`src/rtl/sec_timebase_pkg.sv`:
```
package sec_timebase_pkg;
  typedef enum logic [1:0] {
    SRC_EXT   = 2'b00,
    SRC_DIV8  = 2'b01,
    SRC_GATED = 2'b10,
    SRC_ANGLE = 2'b11
  } srcMode_e;

  typedef struct packed {
    logic wrLoad;
    logic impLoad;
    logic inc;
  } tbStrobe_t;
endpackage

```
`src/rtl/sec_timebase_ctrl.sv`:
```
module sec_timebase_ctrl
  import sec_timebase_pkg::*;
#(
  parameter int RATIO_W     = 6,
  parameter int DIV_W       = 3,
  parameter int SYNC_STAGES = 2
) (
  input  logic               clk,
  input  logic               rstN,
  input  logic [1:0]         mode,
  input  logic [RATIO_W-1:0] preRatio,
  input  logic               extClk,
  input  logic               gateIn,
  input  logic               angleInc,
  input  logic               engWrEn,
  input  logic               importReq,
  output tbStrobe_t          strobe
);
  localparam logic [DIV_W-1:0] DIV_LAST = {DIV_W{1'b1}};

  logic [SYNC_STAGES:0]   extSh;
  logic [SYNC_STAGES-1:0] gateSh;
  logic [DIV_W-1:0]       divCnt;
  logic [RATIO_W-1:0]     preCnt;
  logic                   extEdge, gateOk, divTick, srcTick, preDone, isAngle;

  always_ff @(posedge clk or negedge rstN) begin
    if (!rstN) begin
      extSh  <= '0;
      gateSh <= '0;
    end else begin
      extSh  <= {extSh[SYNC_STAGES-1:0], extClk};
      gateSh <= {gateSh[SYNC_STAGES-2:0], gateIn};
    end
  end

  assign extEdge = extSh[SYNC_STAGES-1] & ~extSh[SYNC_STAGES];
  assign gateOk  = gateSh[SYNC_STAGES-1];
  assign divTick = (divCnt == DIV_LAST);
  assign isAngle = (srcMode_e'(mode) == SRC_ANGLE);

  always_comb begin
    unique case (srcMode_e'(mode))
      SRC_EXT:   srcTick = extEdge;
      SRC_DIV8:  srcTick = divTick;
      SRC_GATED: srcTick = divTick & gateOk;
      default:   srcTick = 1'b0;
    endcase
  end

  assign preDone = srcTick && (preCnt == preRatio);

  always_ff @(posedge clk or negedge rstN) begin
    if (!rstN) begin
      divCnt <= '0;
      preCnt <= '0;
    end else if (engWrEn) begin
      divCnt <= '0;
      preCnt <= '0;
    end else begin
      divCnt <= divCnt + 1'b1;
      if (srcTick) preCnt <= preDone ? '0 : preCnt + 1'b1;
    end
  end

  always_comb begin
    strobe.wrLoad  = engWrEn;
    strobe.impLoad = importReq && !isAngle && !engWrEn;
    strobe.inc     = (isAngle ? angleInc : preDone) && !engWrEn && !strobe.impLoad;
  end
endmodule

```
`src/rtl/sec_timebase_dp.sv`:
```
module sec_timebase_dp
  import sec_timebase_pkg::*;
#(
  parameter int CNT_W = 24
) (
  input  logic             clk,
  input  logic             rstN,
  input  tbStrobe_t        strobe,
  input  logic [CNT_W-1:0] wrData,
  input  logic [CNT_W-1:0] impData,
  output logic [CNT_W-1:0] count
);
  always_ff @(posedge clk or negedge rstN) begin
    if (!rstN)               count <= '0;
    else if (strobe.wrLoad)  count <= wrData;
    else if (strobe.impLoad) count <= impData;
    else if (strobe.inc)     count <= count + CNT_W'(1);
  end
endmodule

```
`src/rtl/sec_timebase.sv`:
```
module sec_timebase
  import sec_timebase_pkg::*;
#(
  parameter int CNT_W       = 24,
  parameter int RATIO_W     = 6,
  parameter int DIV_W       = 3,
  parameter int SYNC_STAGES = 2
) (
  input  logic               clk,
  input  logic               rstN,
  input  logic [1:0]         mode,
  input  logic [RATIO_W-1:0] preRatio,
  input  logic               extClk,
  input  logic               gateIn,
  input  logic               angleInc,
  input  logic               engWrEn,
  input  logic [CNT_W-1:0]   engWrData,
  input  logic               importReq,
  input  logic [CNT_W-1:0]   importData,
  output logic [CNT_W-1:0]   engRdData,
  output logic [CNT_W-1:0]   hostRdData
);
  tbStrobe_t        strobe;
  logic [CNT_W-1:0] count;

  sec_timebase_ctrl #(
    .RATIO_W(RATIO_W), .DIV_W(DIV_W), .SYNC_STAGES(SYNC_STAGES)
  ) i_ctrl (
    .clk(clk), .rstN(rstN), .mode(mode), .preRatio(preRatio),
    .extClk(extClk), .gateIn(gateIn), .angleInc(angleInc),
    .engWrEn(engWrEn), .importReq(importReq), .strobe(strobe)
  );

  sec_timebase_dp #(.CNT_W(CNT_W)) i_dp (
    .clk(clk), .rstN(rstN), .strobe(strobe),
    .wrData(engWrData), .impData(importData), .count(count)
  );

  assign engRdData  = count;
  assign hostRdData = count;
endmodule

```
`config.mk`:
```
export PLATFORM = sky130hd
export DESIGN_NAME = sec_timebase
export DESIGN_NICKNAME = d
export VERILOG_FILES = /design/src/rtl/sec_timebase_pkg.sv /design/src/rtl/sec_timebase_ctrl.sv /design/src/rtl/sec_timebase_dp.sv /design/src/rtl/sec_timebase.sv
export SDC_FILE = /design/constraint.sdc
export NUM_CORES = 1
export LEC_CHECK = 0
export BUFFER_PORTS_ARGS = -buffer_cell sky130_fd_sc_hd__buf_2
export CORE_ASPECT_RATIO = 0.9
export CORE_MARGIN = 2
export CORE_UTILIZATION = 43
export DETAILED_ROUTE_END_ITERATION = 10
export GPL_TIMING_DRIVEN = 1
export PLACE_DENSITY_LB_ADDON = 0.3
export SLEW_MARGIN = 15
export SYNTH_ARGS = -nofsm -noshare
export SYNTH_HDL_FRONTEND = slang
export SYNTH_SLANG_ARGS = --single-unit
```
`constraint.sdc`:
```
create_clock -name clk -period 2 [get_ports clk]
set_input_delay 0.4 -clock clk [delete_from_list [all_inputs] [get_ports clk]]
set_output_delay 0.4 -clock clk [all_outputs]
set_load 0.05 [all_outputs]
```
==> flow_summary_export.csv <==
group,metric,value,unit
clock_tree,clk_latency,290,ps
min_path,hp-class,"primary input to async pin",
power,power_density,805,nW/um2
global_routing,grt_max_degree,39,
synthesis,synthTopCellsByArea,"dfrtp_1 (37%), buf_4 (7.4%), o21ai_0 (5.7%), a21oi_1 (4.1%), nand3_1 (3.1%)",
drt,vias,2760,
place,port_buffers,110,
job,cap_violations,0,
global_routing,track_usage,23.2,%
worst_setup_path,crit_fanout,31,
power,power,0.00277,W
drt,drt-total-wl,7450,um
floorplan,fp-row-count,26,
cells_and_area,drive_above_1_share,43.7,%
cells_and_area,multi_input_area,1380,um2
synthesis,synth_area_leader_cell,"dfrtp_1",
cells_and_area,num_antenna_cells,0,
timing,hold_viol,0,
synthesis,synth_top_area_share,37.3,%
timing,slew_headroom,49.1,%
clock_tree,cts_tree,"done",
drt,drt_iter0_markers,180,
timing,fin_setup_tns,0,ps
drt,wire_per_inst,15.5,um
worst_setup_path,crit_type,"flip-flop to flip-flop",
global_routing,grt_pass1_wl,12500,um
clock_tree,clk_pin_slew,80,ps
floorplan,die_w,85.1,um
timing,finalCriticalPeriod,1980,ps
worst_setup_path,slowest_delay,480,ps
power,peakVddDrop,531,uV
worst_setup_path,critPathTopFamily,"simple AND/OR/NAND/NOR gates",
worst_setup_path,critPathSlowestCell,"or4b_4",
clock_tree,cts_root_buf,"clkbuf_8",
worst_setup_path,reg2reg_from,"i_ctrl.extSh[2]$_DFF_PN0_",
drt,vias_per_cell,5.73,
floorplan,start_util,44.7,%
cells_and_area,area_growth,35.0,%
power,power.leakage,1.57,nW
cells_and_area,fin_util,60.4,%
timing,fmax,0.506,GHz
clock_tree,postCtsHoldBufs,0,
synthesis,syn-num-nets,361,
cells_and_area,final_nets,478,
timing,period_share,98.8,%
timing,worst_slew_pin_slew,763,ps
synthesis,seq_area_frac_synth,37.3,%
global_routing,grt_pass1_vias,2639,
status,status,"finished clean",
timing,rsz0062_at_grt,"true",
synthesis,ys_async_sr_fraction,100,%
synthesis,synth_warnings,0,
cells_and_area,final-seq-area,966,um2
worst_setup_path,cp_data_arrival_time,2150,ps
synthesis,syn_area_per_cell,8.66,um2
floorplan,num_io_pins,111,
drt,drc_errors,0,
synthesis,synth_area,2550,um2
synthesis,yosys_register_bits,38,
clock_tree,clock-sinks,38,
worst_setup_path,cp-startpoint,"i_ctrl.extSh[2]$_DFF_PN0_",
worst_setup_path,cp-end-kind,"flip-flop",
floorplan,dieArea,6560,um2
synthesis,synth-edff-count,0,
synthesis,synth_cell_types,49,
timing,worst_slack,24.2,ps
synthesis,yosysMostFrequentCell,"dfrtp_1",
drt,first_pass_iters,5,
cells_and_area,fill_cells,514,
floorplan,die_y,77.0,um
synthesis,synthFlopType,"dfrtp_1",
synthesis,synthCells,294,
clock_tree,ctsHtreeMaxLevel,2,
clock_tree,clk_path_buf_depth,2,
global_routing,antenna_found_initial,0,
worst_setup_path,timing.critical_path.buf_inv,1,
timing,finalClockSkew,10.1,ps
place,place_ws,-156,ps
synthesis,synth_common_cells,"dfrtp_1 (38), o21ai_0 (29), buf_4 (25)",
place,dp.cells,472,
floorplan,coreArea,5690,um2
worst_setup_path,required,2170,ps
drt,detail-route-antenna-nets,0,
global_routing,grt-ovfl-total,0,
clock_tree,cts_buffers,5,
cells_and_area,instances_no_fill,482,
worst_setup_path,path_cells,"or4b_4 -> and3_4 -> o31a_1 -> buf_12 -> o32a_1",
timing,setup_viol,0,
place,gp_congestion,0.827,
place,hpwl,5560,um
worst_setup_path,start_kind,"flip-flop",
timing,slew_viol_final,0,
[kinds of logic (layout without fill, tap and decap cells)]
family / Yosys count / in the layout / share of synthesized area, %
xor gates and xnor gates: 6 / 6 / 2.06
AOI/OAI and AO/OA: 106 / 106 / 27.9
DFF: 38 / 38 / 37.3
adders and majority gates: 4 / 4 / 1.96
and+or+nand+nor: 98 / 98 / 20.8
buffers and inverters: 42 / 160 / 9.87
[worst reg2reg max path: cells and delay by family (launching register included)]
kind | cells | cell delay (ps)
flip-flops | 1 | 370
AND/OR/NAND/NOR | 2 | 690
AO/OA/AOI/OAI | 2 | 620
buffers and inverters | 1 | 170
[where the power goes]
| group | internal, W | leakage [nW] | switching (W) |
|---|---|---|---|
| registers | 0.000857 | 0.463 | 0.0000853 |
| logic | 0.000342 | 1.06 | 0.000834 |
| clock network | 0.000374 | 0.0524 | 0.000275 |
| total | 0.00157 | 1.57 | 0.00119 |
[final timing paths]
| kind | depth (start not counted) | endpoint | slack [ps] |
|---|---|---|---|
| max | 5 | i_dp.count[14]$_DFFE_PN0P_ | 20 |
| min | 1 | i_ctrl.preCnt[3]$_DFFE_PN0P_ | 180 |
| max reg2reg | 5 | i_dp.count[14]$_DFFE_PN0P_ | 20 |
| min reg2reg | 0 | i_ctrl.gateSh[1]$_DFF_PN0_ | 360 |
| max in group asynchronous | 2 | i_ctrl.divCnt[1]$_DFF_PN0_ | 1250 |
| min in group clk | 1 | i_ctrl.extSh[0]$_DFF_PN0_ | 220 |
[per-layer routing]
metal	global-route usage (%)	wire length, um
met1	32.5	3430
met2	36.9	3500
met3	4.63	453
met4	5.71	71
met5	0	0
[state kept, by name (all words and copies together), names as in the netlist]
register	flops
i_ctrl.extSh	3
i_ctrl.preCnt	6
i_ctrl.gateSh	2
i_dp.count	24
i_ctrl.divCnt	3
[repair_timing]
item / in CTS / in global routing
buffers inserted: 0 / 2
setup endpoints to repair: 0 / 6
gates resized for setup: 0 / 4
[layout by cell type, fill, tap and decap left out, types with 5 or more instances in the layout]
master / n
dfrtp_1: 26
nor4_1: 5
nor3_1: 5
buf_4: 37
a22o_1: 6
nand2_1: 19
buf_2: 110
clkbuf_8: 5
a221oi_1: 6
xnor2_1: 6
o21ai_0: 29
a22oi_1: 8
dfrtp_2: 12
a21oi_1: 21
and3_1: 6
a31oi_1: 8
nor2b_1: 5
nor2_1: 19
nand3_1: 16
[stage by stage]
step	cell area, um2	hold slack, ps
finish	3440	178
global route	3440	195
CTS	3410	198
detailed placement	3300	339
global placement	3300	331
floorplan	2600	104
[layout make-up]
type / instances / area share (%)
multi-input combinational: 214 / 40.2
sequential: 38 / 28.1
timing repair buffer: 150 / 25.8
tap: 70 / 2.55
clock buffer: 7 / 2.22
clock inverter: 1 / 0.873
inverter: 2 / 0.218
Note: power is estimated with default switching activity, not from simulation.
